`src/rtl/pfr_pkg.sv`:
```
package pfr_pkg;
  localparam int unsigned BASE_RATE_HZ = 150000;
  localparam int unsigned FRAME_BITS   = 16;
  localparam int unsigned VALUE_W      = 11;
  localparam int unsigned CMD_LIMIT    = 48;

  typedef struct packed {
    logic [VALUE_W-1:0] value;
    logic               telem;
    logic [3:0]         crc;
  } frame_t;

  function automatic int unsigned rate_hz(input logic [1:0] code);
    return BASE_RATE_HZ << code;
  endfunction

  function automatic logic [3:0] frame_crc(input logic [11:0] d, input logic inv);
    logic [11:0] x;
    x = d ^ (d >> 4) ^ (d >> 8);
    return inv ? ~x[3:0] : x[3:0];
  endfunction
endpackage

```
`src/rtl/pfr_timebase.sv`:
```
module pfr_timebase #(
  parameter int unsigned CLK_HZ = 48000000,
  parameter int unsigned CW     = 12
) (
  input  logic          clk_i,
  input  logic          rst_ni,
  input  logic [1:0]    rate_i,
  output logic [CW-1:0] period_o,
  output logic [CW-1:0] silence_o
);
  logic [CW-1:0] tbl [4];
  logic [1:0]    rate_q;
  logic          loaded_q;

  for (genvar g = 0; g < 4; g++) begin : g_rate
    assign tbl[g] = CW'(CLK_HZ / pfr_pkg::rate_hz(2'(g)));
  end

  always_ff @(posedge clk_i or negedge rst_ni) begin
    if (!rst_ni) begin
      rate_q    <= '0;
      loaded_q  <= 1'b0;
      period_o  <= '0;
      silence_o <= '0;
    end else if (!loaded_q || rate_i != rate_q) begin
      rate_q    <= rate_i;
      loaded_q  <= 1'b1;
      period_o  <= tbl[rate_i];
      silence_o <= CW'(3 * tbl[rate_i]);
    end
  end
endmodule

```
`src/rtl/pfr_bit_slicer.sv`:
```
module pfr_bit_slicer #(
  parameter int unsigned CW = 12
) (
  input  logic          clk_i,
  input  logic          rst_ni,
  input  logic          act_i,
  input  logic [CW-1:0] period_i,
  input  logic [CW-1:0] silence_i,
  output logic          bit_stb_o,
  output logic          bit_val_o,
  output logic          end_stb_o
);
  typedef enum logic [1:0] {S_IDLE, S_ACTIVE, S_GAP} slice_e;

  localparam logic [CW-1:0] CNT_MAX = '1;

  slice_e        st_q;
  logic          act_q;
  logic [CW-1:0] cnt_q, hi_q, gap_q;
  logic          rise, fall;

  assign rise = act_i & ~act_q;
  assign fall = ~act_i & act_q;

  always_ff @(posedge clk_i or negedge rst_ni) begin
    if (!rst_ni) begin
      st_q      <= S_IDLE;
      act_q     <= 1'b0;
      cnt_q     <= '0;
      hi_q      <= '0;
      gap_q     <= '0;
      bit_stb_o <= 1'b0;
      bit_val_o <= 1'b0;
      end_stb_o <= 1'b0;
    end else begin
      act_q     <= act_i;
      bit_stb_o <= 1'b0;
      end_stb_o <= 1'b0;
      if (cnt_q != CNT_MAX) cnt_q <= cnt_q + 1'b1;
      case (st_q)
        S_IDLE: begin
          if (rise) begin
            cnt_q <= CW'(1);
            st_q  <= S_ACTIVE;
          end
        end
        S_ACTIVE: begin
          if (fall) begin
            hi_q  <= cnt_q;
            gap_q <= CW'(1);
            st_q  <= S_GAP;
          end
        end
        default: begin
          if (gap_q != CNT_MAX) gap_q <= gap_q + 1'b1;
          if (rise) begin
            bit_stb_o <= 1'b1;
            bit_val_o <= {hi_q, 1'b0} > {1'b0, cnt_q};
            cnt_q     <= CW'(1);
            st_q      <= S_ACTIVE;
          end else if (gap_q >= silence_i) begin
            bit_stb_o <= 1'b1;
            end_stb_o <= 1'b1;
            bit_val_o <= {hi_q, 1'b0} > {1'b0, period_i};
            st_q      <= S_IDLE;
          end
        end
      endcase
    end
  end
endmodule

```
`src/rtl/pfr_frame_asm.sv`:
```
module pfr_frame_asm
  import pfr_pkg::*;
(
  input  logic               clk_i,
  input  logic               rst_ni,
  input  logic               bit_stb_i,
  input  logic               bit_val_i,
  input  logic               end_stb_i,
  input  logic               bidir_i,
  input  logic               out_ready_i,
  output logic               out_valid_o,
  output logic [VALUE_W-1:0] value_o,
  output logic               telem_o,
  output logic               crc_err_o,
  output logic               is_cmd_o
);
  localparam int unsigned NW = $clog2(FRAME_BITS + 2);
  localparam logic [NW-1:0] N_SAT  = NW'(FRAME_BITS + 1);
  localparam logic [NW-1:0] N_LAST = NW'(FRAME_BITS - 1);

  logic [FRAME_BITS-2:0] sh_q;
  logic [NW-1:0]         nbits_q;
  frame_t                word;
  logic                  slot_free;

  assign word      = {sh_q, bit_val_i};
  assign slot_free = !out_valid_o || out_ready_i;

  always_ff @(posedge clk_i or negedge rst_ni) begin
    if (!rst_ni) begin
      sh_q        <= '0;
      nbits_q     <= '0;
      out_valid_o <= 1'b0;
      value_o     <= '0;
      telem_o     <= 1'b0;
      crc_err_o   <= 1'b0;
      is_cmd_o    <= 1'b0;
    end else begin
      if (out_valid_o && out_ready_i) out_valid_o <= 1'b0;
      if (bit_stb_i) begin
        sh_q <= word[FRAME_BITS-2:0];
        if (nbits_q != N_SAT) nbits_q <= nbits_q + 1'b1;
      end
      if (end_stb_i) begin
        nbits_q <= '0;
        if (nbits_q == N_LAST && slot_free) begin
          out_valid_o <= 1'b1;
          value_o     <= word.value;
          telem_o     <= word.telem;
          crc_err_o   <= word.crc != frame_crc({word.value, word.telem}, bidir_i);
          is_cmd_o    <= word.value < VALUE_W'(CMD_LIMIT);
        end
      end
    end
  end
endmodule

```
`src/rtl/pfr_rx.sv`:
```
module pfr_rx #(
  parameter int unsigned CLK_HZ = 48000000
) (
  input  logic        clk_i,
  input  logic        rst_ni,
  input  logic        line_i,
  input  logic [1:0]  rate_i,
  input  logic        bidir_i,
  output logic        out_valid_o,
  input  logic        out_ready_i,
  output logic [10:0] cmd_value_o,
  output logic        telem_req_o,
  output logic        crc_err_o,
  output logic        is_command_o
);
  localparam int unsigned MAX_PERIOD = CLK_HZ / pfr_pkg::BASE_RATE_HZ;
  localparam int unsigned CW         = $clog2(3 * MAX_PERIOD + 2);

  logic          line_q;
  logic          act;
  logic [CW-1:0] period, silence;
  logic          bit_stb, bit_val, end_stb;

  always_ff @(posedge clk_i or negedge rst_ni) begin
    if (!rst_ni) line_q <= 1'b0;
    else         line_q <= line_i;
  end

  assign act = line_q ^ bidir_i;

  pfr_timebase #(.CLK_HZ(CLK_HZ), .CW(CW)) u_timebase (
    .clk_i, .rst_ni, .rate_i,
    .period_o (period),
    .silence_o(silence)
  );

  pfr_bit_slicer #(.CW(CW)) u_slicer (
    .clk_i, .rst_ni,
    .act_i    (act),
    .period_i (period),
    .silence_i(silence),
    .bit_stb_o(bit_stb),
    .bit_val_o(bit_val),
    .end_stb_o(end_stb)
  );

  pfr_frame_asm u_asm (
    .clk_i, .rst_ni,
    .bit_stb_i  (bit_stb),
    .bit_val_i  (bit_val),
    .end_stb_i  (end_stb),
    .bidir_i,
    .out_ready_i,
    .out_valid_o,
    .value_o    (cmd_value_o),
    .telem_o    (telem_req_o),
    .crc_err_o,
    .is_cmd_o   (is_command_o)
  );
endmodule

```
`config.mk`:
```
export PLATFORM = sky130hd
export DESIGN_NAME = pfr_rx
export DESIGN_NICKNAME = d
export VERILOG_FILES = /design/src/rtl/pfr_pkg.sv /design/src/rtl/pfr_timebase.sv /design/src/rtl/pfr_bit_slicer.sv /design/src/rtl/pfr_frame_asm.sv /design/src/rtl/pfr_rx.sv
export SDC_FILE = /design/constraint.sdc
export NUM_CORES = 1
export LEC_CHECK = 0
export BUFFER_PORTS_ARGS = -buffer_cell sky130_fd_sc_hd__buf_2
export CAP_MARGIN = 5
export CORE_ASPECT_RATIO = 1.5
export CORE_MARGIN = 5
export CORE_UTILIZATION = 55
export DETAILED_ROUTE_END_ITERATION = 12
export GPL_ROUTABILITY_DRIVEN = 0
export PLACE_DENSITY = 0.85
export SETUP_SLACK_MARGIN = 0.02
export SYNTH_ARGS = -nofsm -noshare
export SYNTH_HDL_FRONTEND = slang
export SYNTH_SLANG_ARGS = --single-unit
```
`constraint.sdc`:
```
create_clock -name clk_i -period 5.4 [get_ports clk_i]
set_input_delay 0.81 -clock clk_i [delete_from_list [all_inputs] [get_ports clk_i]]
set_output_delay 0.81 -clock clk_i [all_outputs]
set_load 0.03 [all_outputs]
```
==> run summary, run 1 <==
Status: finished, final reports clean
Post-synth top area cell: dfrtp_1
Routed vias/inst: 5.81
Initial DRC count: 185
CP max FO: 16
Met1 Wirelength: 3290 um
Dpl hpwl: 5960 um
Synth cell types: 53
CP arrival: 2.72 ns
Die H: 118 um
CP dominant cell by count: ha_1
Core footprint: 7660 um^2
Synth Area per Inst: 10.8 um^2
Vias in the first global route: 3162
Critical path cell sequence: ha_1, and3_1, ha_1, nand2_1, nor2b_1, mux2_2
Die X-Extent: 82.3 um
Synth warn: 0
Slew headroom: 0.178
Async SR Flop Fraction: 1.00
Most frequent cell after synthesis: dfrtp_1
WL met3: 333 um
DP Cell Count: 508
Antenna Cells: 0
Max Transition Viols Final: 0
Vias after detailed routing: 3044
Max-cap violation count: 0
DRT antenna net count: 0
Depth of the CTS H-tree: 3
F_max: 0.400 GHz
Mapped cell area: 4320 um^2
Synthesized netlist cell count: 400
Setup TNS Final: 0 ns
Ports: 22
Finished Layout Cells: 524
CTS Buffer Depth: 2
Flop-to-flop setup slack: 2.90 ns
Pre-antenna DRT Iters: 4
Die area: 9750 um^2
CTS tree: yes
Max VDD drop: 0.000228 V
Top cell type's share of synthesized area: 0.493
FF/Latch Area: 2130 um^2
Startpoint class of the critical path: flop
Actual slew at the worst max-slew pin: 1.23 ns
Antenna violations before repair: 0
Final setup viols: 0
Setup bufs post-CTS: 0
Clock skew: 0.00513 ns
Starting density of the core: 0.563
Top post-synthesis cells by count: dfrtp_1, inv_1, nand2_1
Top layer used by detailed routing: met4
CTS resizes: 0
Crit Path Category: flop to flop
Wire length on met2: 4820 um
Number of core rows: 39
WP data required: 5.62 ns
Worst skew pair latency: 0.34 ns
Synth Flop Type: dfrtp_1
Hold_buf cts: 0
Unrepaired setup endpoints after global routing: false
FILL cells: 583
Fin crit share: 0.463
Multi-input gate area: 1980 um^2
Reg clk slew, reported paths: 0.06 ns
WL per Instance: 16.7 um
DRC: 0
Total CTS buffers: 9
Fin. Hold Viols: 0
Minimum clock period after layout: 2.50 ns
GRT overflow: 0
Hold crit path type: flop to flop
Clock Tree Root: clkbuf_16
Post-Route WL: 8750 um
Overall Global Routing Usage: 0.202
Layout area overhead: 10.8%
Flops & latches, synth: 85
EDFF count, synth: 0
Syn Nets: 436
PD cells: 451 nW/um^2
Buffers on Ports: 21
P_leak: 0.00229 uW
Post-synthesis sequential area ratio: 0.493
First-pass GRT wire length: 14900 um
Final nets: 453
Fraction of layout instances using a drive strength above 1: 0.173
Critical path's slowest cell: nor2b_1
Critical path's largest stage delay: 0.95 ns
Synth area leaders: dfrtp_1, ha_1, mux2_2, xnor2_1, o21ai_0
Clk sinks: 85
CP endpoint kind: flop
Largest net degree at the start of global routing: 86
-- placed cells by master, fill, tap and decap left out, drive strengths merged, types with 2 or more instances in the layout --
master / count
dfrtp: 85
inv: 34
nand2: 32
ha: 29
mux2: 28
o21ai: 26
xnor2: 23
nor2: 21
buf: 21
a21oi: 15
nand3: 14
nand4: 11
clkbuf: 10
xor2: 7
or3: 5
nor2b: 5
nor3: 4
o31ai: 4
and3: 4
nor4: 3
o21a: 3
a211oi: 3
mux2i: 2
a21o: 2
nand2b: 2
o31a: 2
or4: 2
o211ai: 2
nand3b: 2
bufinv: 2
clkinv: 2
or2: 2
-- registers in the layout, summed over array words and instances, names as in the netlist, 2 cells and up --
register	cells
u_slicer.gap_q	10
u_slicer.cnt_q	10
u_timebase.rate_q	2
u_slicer.hi_q	10
u_asm.sh_q	15
u_timebase.silence_o	7
u_timebase.period_o	3
u_asm.value_o	11
u_slicer.st_q	2
u_asm.nbits_q	5
-- final timing paths --
check,from,depth (start not counted),end
min,u_timebase.silence_o[7]$_DFFE_PN0P_,1,u_timebase.silence_o[7]$_DFFE_PN0P_
max in group asynchronous,rst_ni,1,u_slicer.cnt_q[2]$_DFF_PN0_
min reg2reg,u_timebase.silence_o[7]$_DFFE_PN0P_,1,u_timebase.silence_o[7]$_DFFE_PN0P_
max reg2reg,u_asm.nbits_q[0]$_DFFE_PN0P_,6,u_asm.value_o[3]$_DFFE_PN0P_
min in group asynchronous,rst_ni,1,u_timebase.loaded_q$_DFFE_PN0P_
max,u_asm.nbits_q[0]$_DFFE_PN0P_,6,u_asm.value_o[3]$_DFFE_PN0P_
-- cell families (layout without fill, tap and decap cells) --
kind of cell,count (synthesis),in the layout,share of synthesized area
and+or+nand+nor,111,111,0.134
xor gates and xnor gates,30,30,0.0652
buffers and inverters,48,70,0.0487
other,1,1,0.000869
AOI/OAI and AO/OA,66,66,0.0963
muxes,30,30,0.0777
DFF,85,85,0.493
adders and majority gates,29,29,0.0841
-- per-layer routing --
metal	global-route usage	up-vias
met5	0	-
met4	0.111	0
met3	0.0479	33
met2	0.348	79
met1	0.218	1515
li1	-	1417
-- power breakdown --
part | leakage, uW | internal [uW] | switching (uW)
Combinational | 0.00103 | 278 | 314
Clock | 0.000153 | 405 | 241
Sequential | 0.00110 | 763 | 156
Total | 0.00229 | 1450 | 711
-- cell type report --
class | count | share of cell area
Tap cell | 102 | 0.0267
Multi-Input combinational cell | 267 | 0.414
Clock inverter | 6 | 0.0181
Timing Repair Buffer | 21 | 0.0225
Clock buffer | 10 | 0.0479
Sequential cell | 85 | 0.445
Inverter | 33 | 0.0259
-- metrics by stage --
step / setup WS [ns] / hold slack [ns] / utilization / instance area [um^2] / power [uW]
2_1_floorplan: 3.36 / 0.464 / - / 4320 / 1350
3_3_place_gp: 2.97 / 0.475 / 0.583 / 4460 / 1450
3_5_place_dp: 2.91 / 0.486 / 0.583 / 4460 / 1500
4_1_cts: 2.89 / 0.501 / 0.624 / 4780 / 2170
5_1_grt: 2.80 / 0.522 / 0.624 / 4780 / 2300
6_report: 2.90 / 0.498 / 0.624 / 4780 / 2160
-- worst max-delay path: cells and delay by family (launching register included) --
family / cells / cell delay [ns]
and+or+nand+nor: 3 / 1.19
muxes: 1 / 0.44
DFF: 1 / 0.41
adders and majority gates: 2 / 0.33
No activity file was read; power rests on OpenSTA's default activity.
==> inputs of run 2 (changes only) <==
Settings changed: PLACE_DENSITY 0.85 to 0.88.
Clock period 5.4 ns to 2.3 ns, I/O delays scaled along.
==> run 2 against run 1 <==
The flow now finishes with violations (hold timing). Register-to-register slack got worse by 2.7 ns. Sequential power grew 130%. Sequential share of layout area is essentially flat. Count of clock-buffer cells in the layout grew 1. Setup slack got worse by 2.7 ns. Critical path depth unchanged. Via count increased by 0.16%. Final cell count rose by 0.95%. Non-clock buffer count rose by 5. First-iteration DRC count fell by 26%. Highest routed layer unchanged.
==> run summary, run 2 (synthesis results as in run 1) <==
Antenna Cells: 0 (unchanged)
Minimum clock period after layout: 2.11 ns (-0.392 ns)
Hold_buf cts: 0 (unchanged)
Overall Global Routing Usage: 0.205 (+0.00329)
Fin. Hold Viols: 3 (+3)
Vias after detailed routing: 3049 (+0.16%)
Reg clk slew, reported paths: 0.06 ns (about the same)
Hold WS: -0.00476 ns (-0.503 ns)
Leading registers by flop count: u_asm.sh_q (15), u_asm.value_o (11)
Fraction of layout instances using a drive strength above 1: 0.183 (+0.00968)
GRT overflow: 0 (unchanged)
Setup TNS Final: 0 ns (unchanged)
P_leak: 0.00229 uW (about the same)
Actual slew at the worst max-slew pin: 0.624 ns (-0.606 ns)
Depth of the CTS H-tree: 3 (unchanged)
PD cells: 1030 nW/um^2 (+130%)
Number of core rows: 39 (unchanged)
Die H: 118 um (unchanged)
Setup bufs post-CTS: 0 (unchanged)
Switch share: 0.349 (+0.0188)
Critical path's largest stage delay: 0.45 ns (-0.50 ns)
Vias in the first global route: 3256 (+3.0%)
Comb pwr share: 0.293 (+0.018)
Max VDD drop: 0.000449 V (+97%)
Max Transition Viols Final: 0 (unchanged)
RR Startpoint: u_slicer.gap_q[3]$_DFFE_PN0P_
Final setup viols: 0 (unchanged)
Ports: 22 (unchanged)
CP bufs+invs: 0 (unchanged)
Routed vias/inst: 5.76 (-0.78%)
Clock power frac: 0.271 (-0.028)
Largest register FFs: 15 (unchanged)
Crit Path Category: flop to flop
Flop pwr share: 0.436 (+0.010)
Clock skew: 0.00634 ns (+0.00121 ns)
Antenna violations before repair: 0 (unchanged)
Total CTS buffers: 9 (unchanged)
CP max FO: 6 (-10)
Slew headroom: 0.583 (+0.405)
Most frequent cells in the layout: dfrtp_1, inv_1, nand2_1, ha_1, mux2_2
Post-placement setup slack: 0.253 ns (-2.66 ns)
Largest net degree at the start of global routing: 48 (-44%)
Startpoint class of the critical path: flop
DRC: 0 (unchanged)
CP endpoint kind: flop
Starting density of the core: 0.563 (unchanged)
Final nets: 458 (+1.1%)
Dpl hpwl: 6300 um (+5.6%)
DP Cell Count: 513 (+0.98%)
F_max: 0.474 GHz (+19%)
Die area: 9750 um^2 (unchanged)
Unrepaired setup endpoints after global routing: false
Fin crit share: 0.918 (+0.454)
Clk sinks: 85 (unchanged)
Pre-antenna DRT Iters: 4 (unchanged)
Status: complete, but fails checks
Layout area overhead: 10.8% (about the same)
Worst R2R End: u_slicer.bit_val_o$_DFFE_PN0P_
Failing checks: hold timing
WP data required: 2.53 ns (-3.09 ns)
Design internal power: 3210 uW (+120%)
Max-cap violation count: 0 (unchanged)
CP arrival: 2.34 ns (-0.38 ns)
Worst skew pair latency: 0.34 ns (about the same)
Post-Route WL: 9060 um (+3.6%)
Finished Layout Cells: 529 (+0.95%)
Buffers on Ports: 21 (unchanged)
Commonest non-fill, non-tap cell in the layout: dfrtp_1
Biggest register: u_asm.sh_q
Core footprint: 7660 um^2 (unchanged)
Critical path's slowest cell: dfrtp_1
Final worst slack: 0.190 ns (-2.71 ns)
DRT antenna net count: 0 (unchanged)
CTS Buffer Depth: 2 (unchanged)
Largest delay share family, worst path: compound AO/OA/AOI/OAI gates
Die X-Extent: 82.3 um (unchanged)
Critical path cell sequence: ha_1, o21a_1, o21ai_0, a21oi_1, o41ai_2, mux2_2
WL per Instance: 17.1 um (+2.6%)
Initial DRC count: 137 (-26%)
R2R depth: 6 (unchanged)
CTS resizes: 0 (unchanged)
First-pass GRT wire length: 15200 um (+1.8%)
Clock Tree Root: clkbuf_16
Sw power: 1720 uW (+140%)
CTS tree: yes
Hold crit path type: input pin to asynchronous set/reset pin
Flop-to-flop setup slack: 0.19 ns (-2.71 ns)
run 2: how the worst max path moves through the flow:
| stage | to | slack (ns) | startpoint | cells after the start |
|---|---|---|---|---|
| floorplan | u_slicer.bit_val_o$_DFFE_PN0P_ | 0.41 | u_slicer.gap_q[3]$_DFFE_PN0P_ | 6 |
| finish | u_slicer.bit_val_o$_DFFE_PN0P_ | 0.19 | u_slicer.gap_q[3]$_DFFE_PN0P_ | 6 |
| global placement | u_slicer.bit_val_o$_DFFE_PN0P_ | 0.34 | u_slicer.gap_q[3]$_DFFE_PN0P_ | 6 |
| global route | u_slicer.bit_val_o$_DFFE_PN0P_ | 0.13 | u_slicer.gap_q[3]$_DFFE_PN0P_ | 6 |
| CTS | u_slicer.bit_val_o$_DFFE_PN0P_ | 0.23 | u_slicer.gap_q[3]$_DFFE_PN0P_ | 6 |
| detailed placement | u_slicer.bit_val_o$_DFFE_PN0P_ | 0.25 | u_slicer.gap_q[3]$_DFFE_PN0P_ | 6 |
run 2: layout make-up:
cell class | instances | area, um^2
tap | 102 | 128
multi-input combinational | 267 | 1980
clock buffer | 11 | 243
timing repair buffer | 26 | 145
clock inverter | 5 | 36.3
inverter | 33 | 124
fill | 551 | 2880
sequential | 85 | 2130
run 2: power by group through the flow:
stage               clock [uW]  combinational [uW]  sequential (uW)
global placement             0                1280             2130
global route              1420                1640             2190
finish                    1340                1450             2150
CTS                       1360                1450             2140
detailed placement           0                1380             2150
floorplan                    0                1120             2050
run 2: metal layers:
metal  wire [um]  up-vias  global-route usage  part of all wire
met5           0        -                   0                 0
met4         391        0               0.136             0.043
met3         358       27              0.0350             0.040
met2        4980       85               0.357              0.55
met1        3330     1506               0.216              0.37
li1            -     1431                   -                 -
run 2: worst register-to-register path: stages, from the launching register on:
cell and delay (ns):
dfrtp_1 0.45, ha_1 0.31, o21a_1 0.18, o21ai_0 0.18, a21oi_1 0.14, o41ai_2 0.37
mux2_2 0.37
run 2: per-stage QoR:
step	util	power, uW	hold slack (ns)	area [um^2]
after detailed placement	0.588	3530	0.379	4500
final	0.624	4930	-0.00476	4780
after CTS	0.624	4950	0.0119	4780
after floorplan	-	3170	0.0494	4320
after global routing	0.624	5240	0.0441	4780
after global placement	0.588	3400	0.371	4500
